**config.mk**
```make
export PLATFORM = sky130hd
export DESIGN_NAME = vl_set_unit
export DESIGN_NICKNAME = d
export VERILOG_FILES = /design/src/rtl/vl_set_unit.sv
export SDC_FILE = /design/constraint.sdc
export NUM_CORES = 1
export LEC_CHECK = 0
export ABC_AREA = 1
export BUFFER_PORTS_ARGS = -buffer_cell sky130_fd_sc_hd__buf_2
export CORE_MARGIN = 3
export CORE_UTILIZATION = 51
export DETAILED_ROUTE_END_ITERATION = 10
export PLACE_DENSITY = 0.87
export SYNTH_ARGS = -nofsm -noshare
export SYNTH_HDL_FRONTEND = slang
export SYNTH_SLANG_ARGS = --single-unit
```
**constraint.sdc**
```tcl
create_clock -name clk -period 3.05 [get_ports clk]
set_input_delay 0.61 -clock clk [delete_from_list [all_inputs] [get_ports clk]]
set_output_delay 0.61 -clock clk [all_outputs]
set_load 0.03 [all_outputs]
```
**src/rtl/vl_set_unit.sv**
```systemverilog
module vl_set_unit #(
  parameter int XLEN     = 64,
  parameter int IMM_W    = 11,
  parameter bit ROUND_UP = 1'b1
) (
  input  logic             clk,
  input  logic             rst_n,
  input  logic             req_valid,
  output logic             req_ready,
  input  logic [XLEN-1:0]  req_avl,
  input  logic             req_src_zero,
  input  logic [IMM_W-1:0] req_maxvl,
  input  logic             req_halve,
  output logic [XLEN-1:0]  vl_o,
  output logic             rd_valid,
  output logic [XLEN-1:0]  rd_data,
  output logic             trap_o
);
  localparam int CW = XLEN + 1;
  localparam logic [CW-1:0] LIMIT = CW'(XLEN);

  logic [CW-1:0] avl_w, max_w, twice_w, half_w;
  logic [CW-1:0] next_w;
  logic          illegal;
  logic [XLEN-1:0] vl_q;
  logic            rdv_q, trap_q;

  assign req_ready = 1'b1;
  assign avl_w   = {1'b0, req_avl};
  assign max_w   = {{(CW-IMM_W){1'b0}}, req_maxvl};
  assign twice_w = max_w << 1;
  assign illegal = max_w > LIMIT;

  generate
    if (ROUND_UP) begin : g_ceil
      assign half_w = (avl_w + CW'(1)) >> 1;
    end else begin : g_floor
      assign half_w = avl_w >> 1;
    end
  endgenerate

  always_comb begin
    if (req_src_zero)        next_w = max_w;
    else if (!req_halve)     next_w = (avl_w < max_w) ? avl_w : max_w;
    else if (avl_w > twice_w) next_w = max_w;
    else if (avl_w > max_w)  next_w = half_w;
    else                     next_w = avl_w;
  end

  always_ff @(posedge clk) begin
    if (!rst_n) begin
      vl_q   <= '0;
      rdv_q  <= 1'b0;
      trap_q <= 1'b0;
    end else begin
      rdv_q  <= req_valid && !illegal;
      trap_q <= req_valid && illegal;
      if (req_valid && !illegal) vl_q <= next_w[XLEN-1:0];
    end
  end

  assign vl_o     = vl_q;
  assign rd_valid = rdv_q;
  assign rd_data  = vl_q;
  assign trap_o   = trap_q;

  p_rd_match_vl_r2: assert property (@(posedge clk) disable iff (!rst_n)
    rd_valid |-> rd_data == vl_o);

  p_trap_keeps_vl_r4: assert property (@(posedge clk) disable iff (!rst_n)
    trap_o |-> ($stable(vl_o) && !rd_valid));

  p_trap_from_imm_r4: assert property (@(posedge clk) disable iff (!rst_n)
    (req_valid && req_maxvl > IMM_W'(XLEN)) |=> trap_o);

  p_vl_bounded_r5: assert property (@(posedge clk) disable iff (!rst_n)
    rd_valid |-> vl_o <= XLEN'(XLEN));

  p_idle_r9: assert property (@(posedge clk) disable iff (!rst_n)
    !req_valid |=> (!rd_valid && !trap_o && $stable(vl_o)));
endmodule

```
==> results_dict.tcl, run 1 <==
set metrics [dict create \
    ys.flop_type "dfxtp_1" \
    hp-start "rd_data[21]" \
    grt_max_degree 45 \
    ys_warn_count 0 \
    drt_wl_total_um 11860 \
    core_region_area_um2 7968 \
    clock_skew_ns 0 \
    root_buffer "clkbuf_8" \
    rr_worst_depth 2 \
    grt.total_usage_pct 23.49 \
    critPathMaxFanout 24 \
    cts_htree_levels 3 \
    first_iter_violations 274 \
    fmax_mhz 418.5 \
    final.setup.tns_ns 0 \
    reg2reg_to "rd_data[0]" \
    cp_top_family "simple AND/OR/NAND/NOR gates" \
    critical_path_buf_inv_count 2 \
    cts_setup_buffers 0 \
    io_buffers 209 \
    critPathMaxStageDelay_ns 0.29 \
    die_y_um 98.14 \
    min_to "rd_data[21]" \
    postCtsHoldBufs 0 \
    ant_nets 0 \
    antenna_cells 0 \
    synthTopCellsByCount "190 x nand2_1, 96 x nor2_1, 70 x buf_4" \
    grt_use_met1_pct 28.18 \
    worstPathCellList "buf_2 -> inv_1 -> ha_1 -> a21oi_1 -> nor2_1 -> nor2_1 -> nand2_1 -> nand2_1 -> nand3_4 -> nand2_2 -> nand2_1 -> nand3_1 -> nand2_1 -> nand2_1 -> nand2_1 -> a21oi_2" \
    synthArstFlopShare_pct 0 \
    cts_tree "done" \
    netlist_area_um2 4329 \
    combPwrFrac_pct 14.0 \
    die_w_um 98.14 \
    synth.area.top_cells "dfxtp_1 31%, nand2_1 16%, buf_4 12%" \
    hold_path.class "flop to flop" \
    required_ns 3.31 \
    insertion_delay_ns 0.32 \
    grt.busiest_layer "met2" \
    syn_nets 760 \
    setup_viol 0 \
    slowest_stage "ha_1" \
    drive_above_1_share_pct 32.54 \
    placed_area_um2 4932 \
    tightest_slew_ns 0.6810 \
    crit_type "input port to flop" \
    drcViolationCount 0 \
    routabilityCongestion 0.9498 \
    area_delta_synth_final_pct 18.61 \
    initial_core_util_pct 54.33 \
    synth_edf_count 0 \
    relSlewSlack_pct 54.53 \
    arrival_ns 2.65 \
    num_vias 4473 \
    avgSynthCellArea_um2 6.589 \
    pwr_density_cell_nw_per_um2 360.8 \
    grt_pass1_wl_um 18890 \
    ios 211 \
    fin_crit_ns 2.390 \
    hold_path_depth 2 \
    cts.sink_count 66 \
    design.die.area_um2 9630 \
    rsz0062_at_grt "no" \
    cts_made_buffers 9 \
    finalInstanceArea_um2 5135 \
    r2r_slack_ns 2.31 \
    drt_first_pass_iters 5 \
    grtUsageMet3_pct 3.643 \
    max-cap-violations 0 \
    power.internal_mw 1.366 \
    min_period_over_period_pct 78.35 \
    synth_top_area_cell "dfxtp_1" \
    synth_cells 657 \
    antenna_found_initial 0 \
    cts_resized 0 \
    r2r-start "rd_data[0]" \
    switchingPower_mw 0.4869 \
    dpl.hpwl_um 9391 \
    hold_violations 0 \
    sw_frac_of_total_pct 26.28 \
    nNetsFinal 897 \
    outcome "completed" \
    yosysSeqAreaShare_pct 30.52 \
    ys_ff_latch 66 \
    ys_types 30 \
    met2_usage_pct 42.77 \
    cts_buffer_depth 2 \
    path_clk_slew_ns 0.07 \
    pwr-share-seq_pct 46.7 \
    grt_pass1_vias 4133 \
    synth_top_area_share_pct 30.52 \
    yosysMostFrequentCell "nand2_1" \
    p_leak_nw 2.874 \
    vdd_drop_max_v 0.0002645 \
    std_cell_rows 32 \
    grt_overflow_total 0 \
    endpoint_kind "flop" \
    finalMaxSlewViolations 0 \
    wl_per_cell_um 13.17 \
    crit_path_start_kind "input port" \
    pwr-share-clk_pct 39.3 \
    cp_common_cell "nand2_1" \
    vias_per_cell 4.964 \
]
registers in the layout, summed over array words and instances (netlist names):
name	cells
trap_o	1
rd_valid	1
rd_data	64
cell families after synthesis:
kind of cell	share of synthesized area, %
buffers and inverters	19.68
XOR/XNOR	1.821
other	0.08662
AND/OR/NAND/NOR	36.24
flip-flops	30.52
adder cells (fa/ha/maj)	6.647
AO/OA/AOI/OAI	5.000
stage by stage:
step	hold WS, ns	worst slack (ns)	utilization [%]	cells	power (mW)
2_1_floorplan	0.5802	0.9586	-	657	1.038
3_3_place_gp	0.4335	0.4478	61.90	885	1.132
3_5_place_dp	0.4367	0.3637	61.90	885	1.141
4_1_cts	0.4490	0.6959	64.45	901	1.867
5_1_grt	0.4740	0.4600	64.45	901	1.948
6_report	0.4498	0.6602	64.45	901	1.853
worst max path at each step:
| stage | startpoint | to | slack (ns) | cells after the start |
|---|---|---|---|---|
| final | req_maxvl[5] | rd_data[1] | 0.66 | 16 |
| after global routing | req_maxvl[5] | rd_data[1] | 0.46 | 16 |
| after CTS | req_maxvl[5] | rd_data[1] | 0.70 | 16 |
| after detailed placement | req_maxvl[5] | rd_data[6] | 0.36 | 16 |
| after global placement | req_maxvl[5] | rd_data[6] | 0.45 | 16 |
| after floorplan | req_maxvl[5] | rd_data[10] | 0.96 | 15 |
final cells by class:
type / instances / area [um2]
Fill cell: 765 / 2833
Multi-Input combinational cell: 439 / 2156
Sequential cell: 66 / 1321
Timing Repair Buffer: 215 / 1091
Inverter: 63 / 236.5
Clock buffer: 10 / 137.6
Tap cell: 102 / 127.6
Clock inverter: 6 / 65.06
layer usage:
layer | share of wire (%) | vias up
met3 | 8.5 | 29
met4 | 2.1 | 0
li1 | - | 2250
met5 | 0 | -
met1 | 39 | 1955
met2 | 50 | 239
power by group through the flow:
| stage | sequential (mW) | clock [mW] | combinational, mW |
|---|---|---|---|
| 2_1_floorplan | 0.888 | 0 | 0.150 |
| 3_3_place_gp | 0.884 | 0 | 0.248 |
| 3_5_place_dp | 0.884 | 0 | 0.256 |
| 4_1_cts | 0.864 | 0.745 | 0.257 |
| 5_1_grt | 0.864 | 0.789 | 0.294 |
| 6_report | 0.865 | 0.729 | 0.259 |
tightest hold or removal path: cells and delay by family (launching register included):
| family | cells | cell delay [ns] |
|---|---|---|
| flip-flops | 1 | 0.32 |
| AND/OR/NAND/NOR | 2 | 0.09 |
layout by cell type, fill, tap and decap left out, drive strengths merged:
master and n:
clkbuf 10, nor3 2, nor2 104, a21oi 25, o21a 1, conb 1
nand3 68, xor2 9, inv 54, ha 23, a31oi 1, a21o 1
nor4 2, buf 215, nand4 5, clkinv 13, clkinvlp 1, bufinv 1
dfxtp 66, o21ai 5, nand2 192
Power figures use the tool's default switching activity.
==> run 2: changes to the inputs <==
--- a/config.mk
+++ b/config.mk
@@ -8,9 +8,9 @@
 export ABC_AREA = 1
 export BUFFER_PORTS_ARGS = -buffer_cell sky130_fd_sc_hd__buf_2
 export CORE_MARGIN = 3
-export CORE_UTILIZATION = 51
+export CORE_UTILIZATION = 47
 export DETAILED_ROUTE_END_ITERATION = 10
-export PLACE_DENSITY = 0.87
+export PLACE_DENSITY = 0.81
 export SYNTH_ARGS = -nofsm -noshare
 export SYNTH_HDL_FRONTEND = slang
 export SYNTH_SLANG_ARGS = --single-unit
==> constraint.sdc (replaced) <==
create_clock -name clk -period 2.25 [get_ports clk]
set_input_delay 0.45 -clock clk [delete_from_list [all_inputs] [get_ports clk]]
set_output_delay 0.45 -clock clk [all_outputs]
set_load 0.03 [all_outputs]
==> results_dict.tcl, run 2 (synthesis results as in run 1) <==
set metrics [dict create \
    endpoint_kind "flop" \
    initial_core_util_pct 48.93 \
    relSlewSlack_pct 66.01 \
    drt_wl_total_um 10990 \
    combPwrFrac_pct 14.4 \
    layout_commonest_cell "buf_2" \
    vdd_drop_max_v 0.0002648 \
    cts_made_buffers 9 \
    ant_nets 0 \
    cts_setup_buffers 0 \
    drt_first_pass_iters 5 \
    pwr_density_cell_nw_per_um2 469.1 \
    outcome "completed" \
    clock_skew_ns 0 \
    grt_pass1_wl_um 17360 \
    antenna_cells 0 \
    routabilityCongestion 0.9152 \
    tightest_slew_ns 0.5092 \
    layout_common_cells "209 x buf_2, 190 x nand2_1, 96 x nor2_1" \
    core_region_area_um2 8848 \
    path_clk_slew_ns 0.07 \
    die_y_um 102.0 \
    grt_pass1_vias 3859 \
    largest_register_ffs 64 \
    sw_frac_of_total_pct 26.86 \
    setup_viol 0 \
    arrival_ns 2.22 \
    max-cap-violations 0 \
    grt_max_degree 67 \
    crit_type "input port to flop" \
    fin_crit_ns 1.945 \
    grt.total_usage_pct 20.51 \
    switchingPower_mw 0.6785 \
    pwr-share-clk_pct 39.2 \
    drcViolationCount 0 \
    fillers 874 \
    antenna_found_initial 0 \
    design.die.area_um2 10400 \
    fmax_mhz 514.1 \
    finalInstanceArea_um2 5385 \
    io_buffers 209 \
    cts_buffer_depth 2 \
    required_ns 2.52 \
    rsz0062_at_grt "no" \
    rr_worst_depth 2 \
    place_inst 915 \
    first_iter_violations 282 \
    min_period_over_period_pct 86.45 \
    die_w_um 102.0 \
    wl_per_cell_um 11.80 \
    final_cells 931 \
    crit_path_start_kind "input port" \
    insertion_delay_ns 0.33 \
    critPathMaxFanout 11 \
    hold_path.class "input port to flop" \
    hold_violations 0 \
    hold_path_depth 3 \
    vias_per_cell 4.725 \
    cts.sink_count 66 \
    drive_above_1_share_pct 34.51 \
    dpl.hpwl_um 8833 \
    multi_input_area_um2 2156 \
    ios 211 \
    placed_area_um2 5182 \
    finalMaxSlewViolations 0 \
    pwr-share-seq_pct 46.4 \
    power.internal_mw 1.848 \
    postCtsHoldBufs 0 \
    root_buffer "clkbuf_8" \
    cts_htree_levels 3 \
    std_cell_rows 34 \
    cts_resized 0 \
    seq_area_um2 1321 \
    cts_tree "done" \
    p_leak_nw 3.008 \
    num_vias 4399 \
    nNetsFinal 921 \
    area_delta_synth_final_pct 24.39 \
    grt_overflow_total 0 \
]
[run 2: cell types whose count changed in the layout (fill, tap and decap cells not counted), sizes merged]
| cell | previous run | this run |
|---|---|---|
| clkbuf | 10 | 9 |
| clkinvlp | 1 | 2 |
| buf | 215 | 239 |
[run 2: power groups by stage]
stage	Clock (mW)	Sequential (mW)	Combinational, mW
after global placement	0	1.20	0.357
after detailed placement	0	1.20	0.363
after CTS	1.02	1.17	0.364
after floorplan	0	1.20	0.204
after global routing	1.06	1.17	0.420
final	0.989	1.17	0.365
[run 2: routing by layer]
layer | vias to the layer above | global-route usage, % | share of wire (%)
li1 | 2297 | - | -
met1 | 1894 | 26.40 | 43
met2 | 197 | 35.28 | 49
met3 | 11 | 4.164 | 8.0
met4 | 0 | 4.945 | 0.86
met5 | - | 0 | 0
[run 2: path summary, 6_finish.rpt]
kind	start	endpoint	slack, ns
setup reg to reg	rd_data[0]	rd_data[0]	1.52
hold reg to reg	rd_data[43]	rd_data[43]	0.44
setup / recovery	req_maxvl[10]	rd_data[6]	0.30
hold / removal	req_valid	trap_o	0.35
[run 2: area by class of cell]
| type | instances | share of cell area, % |
|---|---|---|
| Clock buffer | 9 | 2.300 |
| Clock inverter | 7 | 1.464 |
| Timing Repair Buffer | 239 | 24.77 |
| Inverter | 63 | 4.391 |
| Tap cell | 108 | 2.509 |
| Multi-Input combinational cell | 439 | 40.03 |
| Sequential cell | 66 | 24.54 |
[run 2: stage by stage]
| step | setup slack, ns | TNS [ns] | util, % | hold slack [ns] | total power [mW] |
|---|---|---|---|---|---|
| 2_1_floorplan | 0.3186 | 0 | - | 0.5709 | 1.408 |
| 6_report | 0.3049 | 0 | 60.86 | 0.3510 | 2.526 |
| 5_1_grt | 0.08701 | 0 | 60.86 | 0.3546 | 2.650 |
| 3_5_place_dp | -0.02622 | -0.04186 | 58.57 | 0.4354 | 1.562 |
| 3_3_place_gp | 0.01532 | 0 | 58.57 | 0.4320 | 1.556 |
| 4_1_cts | 0.3293 | 0 | 60.86 | 0.3326 | 2.554 |
[run 2: critical path, stage by stage]
cell and delay [ns]:
buf_2 0.09, inv_1 0.09, ha_1 0.31, nand4_1 0.09, nor2_1 0.16, nand3_1 0.08, nor2_1 0.10, nand2_1 0.15
nand2_2 0.23, nand2_1 0.08, nand3_1 0.09, nand2_1 0.06, nand2_1 0.05, nand2_1 0.06, a21oi_2 0.10
==> run 3: changes to the inputs <==
--- a/config.mk
+++ b/config.mk
@@ -8,9 +8,9 @@
 export ABC_AREA = 1
 export BUFFER_PORTS_ARGS = -buffer_cell sky130_fd_sc_hd__buf_2
 export CORE_MARGIN = 3
-export CORE_UTILIZATION = 47
+export CORE_UTILIZATION = 42
 export DETAILED_ROUTE_END_ITERATION = 10
-export PLACE_DENSITY = 0.81
+export PLACE_DENSITY = 0.77
 export SYNTH_ARGS = -nofsm -noshare
 export SYNTH_HDL_FRONTEND = slang
 export SYNTH_SLANG_ARGS = --single-unit
==> constraint.sdc (replaced) <==
create_clock -name clk -period 1.7 [get_ports clk]
set_input_delay 0.34 -clock clk [delete_from_list [all_inputs] [get_ports clk]]
set_output_delay 0.34 -clock clk [all_outputs]
set_load 0.03 [all_outputs]
==> results_dict.tcl, run 3 (synthesis results as in run 1) <==
set metrics [dict create \
    initial_core_util_pct 43.69 \
    seq_area_um2 1321 \
    max-cap-violations 0 \
    fillers 870 \
    multi_input_area_um2 2618 \
    worstPathCellList "buf_4 -> inv_4 -> ha_4 -> nand2_2 -> nor2_1 -> nor2_1 -> nand2_2 -> nand2_4 -> nand3_4 -> clkbuf_16 -> nand2_4 -> nand3_2 -> nand2_1 -> inv_1 -> nand2_1 -> nand2_1 -> a21oi_2" \
    setup_viol 10 \
    arrival_ns 2.05 \
    postCtsHoldBufs 0 \
    std_cell_rows 36 \
    grt_pass1_wl_um 18350 \
    num_vias 4779 \
    vias_per_cell 4.827 \
    fin_crit_ns 1.771 \
    rsz0062_at_grt "yes" \
    largest_register_ffs 64 \
    min_period_over_period_pct 104.2 \
    crit_type "input port to flop" \
    p_leak_nw 3.312 \
    insertion_delay_ns 0.33 \
    layout_common_cells "199 x buf_2, 175 x nand2_1, 86 x nor2_1" \
    hold_violations 0 \
    design.die.area_um2 11560 \
    cts_htree_levels 3 \
    drcViolationCount 0 \
    grt_overflow_total 0 \
    endpoint_kind "flop" \
    clock_skew_ns 0 \
    routabilityCongestion 0.8954 \
    cp_common_cell "nand2_1" \
    wl_per_cell_um 13.10 \
    first_iter_violations 384 \
    die_w_um 107.5 \
    antenna_found_initial 0 \
    dpl.hpwl_um 9348 \
    grt_max_degree 43 \
    fmax_mhz 564.5 \
    layout_commonest_cell "buf_2" \
    drt_first_pass_iters 6 \
    crit_path_start_kind "input port" \
    ant_nets 0 \
    core_region_area_um2 9910 \
    ios 211 \
    final.setup.tns_ns -0.3321 \
    slowest_stage "clkbuf_16" \
    antenna_cells 0 \
    area_delta_synth_final_pct 45.58 \
    grt_pass1_vias 3997 \
    drt_wl_total_um 12970 \
    pwr_density_cell_nw_per_um2 606.5 \
    cts_made_buffers 9 \
    cts.sink_count 66 \
    nNetsFinal 955 \
    die_y_um 107.5 \
    cts_tree "done" \
    finalMaxSlewViolations 0 \
    hold_path.class "input port to flop" \
    required_ns 1.98 \
    drive_above_1_share_pct 46.32 \
    root_buffer "clkbuf_8" \
    grt.total_usage_pct 19.34 \
    fin_util_pct 63.60 \
    path_clk_slew_ns 0.07 \
    failed_checks "negative setup slack" \
    critPathMaxStageDelay_ns 0.22 \
    finalWorstSetupSlack_ns -0.07135 \
    outcome "complete, but fails checks" \
    critPathMaxFanout 6 \
    vdd_drop_max_v 0.0005051 \
    cts_buffer_depth 2 \
    io_buffers 209 \
]
==> run 3: changes by cell type in the layout (fill, tap and decap cells not counted), sizes merged <==
cell,change
inv,+3
bufinv,+2
clkbuf,+3
clkinvlp,-1
nor2,+1
buf,+31
clkinv,-5
==> run 3: where the power goes <==
group / switching, mW / internal (mW) / total [mW] / leakage (nW)
Sequential: 0.00249 / 1.55 / 1.55 / 0.532
Combinational: 0.356 / 0.308 / 0.663 / 2.66
Clock: 0.592 / 1.02 / 1.61 / 0.123
Total: 0.950 / 2.87 / 3.82 / 3.31
==> run 3: layout make-up <==
| type | count | area share (%) |
|---|---|---|
| clock inverter | 6 | 1.767 |
| tap | 133 | 2.640 |
| multi-input combinational | 440 | 41.53 |
| timing repair buffer | 272 | 26.56 |
| inverter | 63 | 4.348 |
| clock buffer | 10 | 2.184 |
| sequential | 66 | 20.96 |
==> run 3: routing by layer <==
| layer | track usage [%] | share of wire (%) | vias to the layer above |
|---|---|---|---|
| met5 | 0 | 0 | - |
| met4 | 5.500 | 1.6 | 0 |
| met3 | 3.719 | 8.4 | 22 |
| met2 | 33.17 | 49 | 246 |
| met1 | 24.62 | 41 | 2144 |
| li1 | - | - | 2367 |
==> run 3: timing repair <==
action,CTS,global route
buffers inserted,0,2
gates cloned,0,5
setup endpoints to repair,1,12
gates resized for setup,1,100
endpoints found under the hold margin,0,0
pin swaps,0,32
==> run 3: path summary, 6_finish.rpt <==
| path | start | end | slack (ns) | cells past startpoint |
|---|---|---|---|---|
| worst min-delay path | req_valid | trap_o | 0.24 | 3 |
| worst max register to register | rd_data[0] | rd_data[0] | 0.94 | 2 |
| worst min register to register | rd_data[12] | rd_data[12] | 0.45 | 2 |
| worst max-delay path | req_maxvl[6] | rd_data[7] | -0.07 | 17 |
==> run 3: per-stage QoR <==
step                      hold WS, ns  instance area (um2)  setup slack [ns]  instances  total power [mW]
after CTS                      0.2326                 5798          0.002321        983             3.758
after floorplan                0.4609                 4492          -0.03115        657             1.884
after global routing           0.2384                 6302           -0.1438        990             4.004
after detailed placement       0.4365                 5547           -0.3767        967             2.141
after global placement         0.4329                 5547           -0.3567        967             2.130
final                          0.2432                 6302          -0.07135        990             3.823
==> run 3: worst max-delay path: cells and delay by family <==
kind	cells	cell delay (ns)
AND/OR/NAND/NOR	11	0.87
buffers and inverters	4	0.50
adder cells (fa/ha/maj)	1	0.21
AO/OA/AOI/OAI	1	0.12
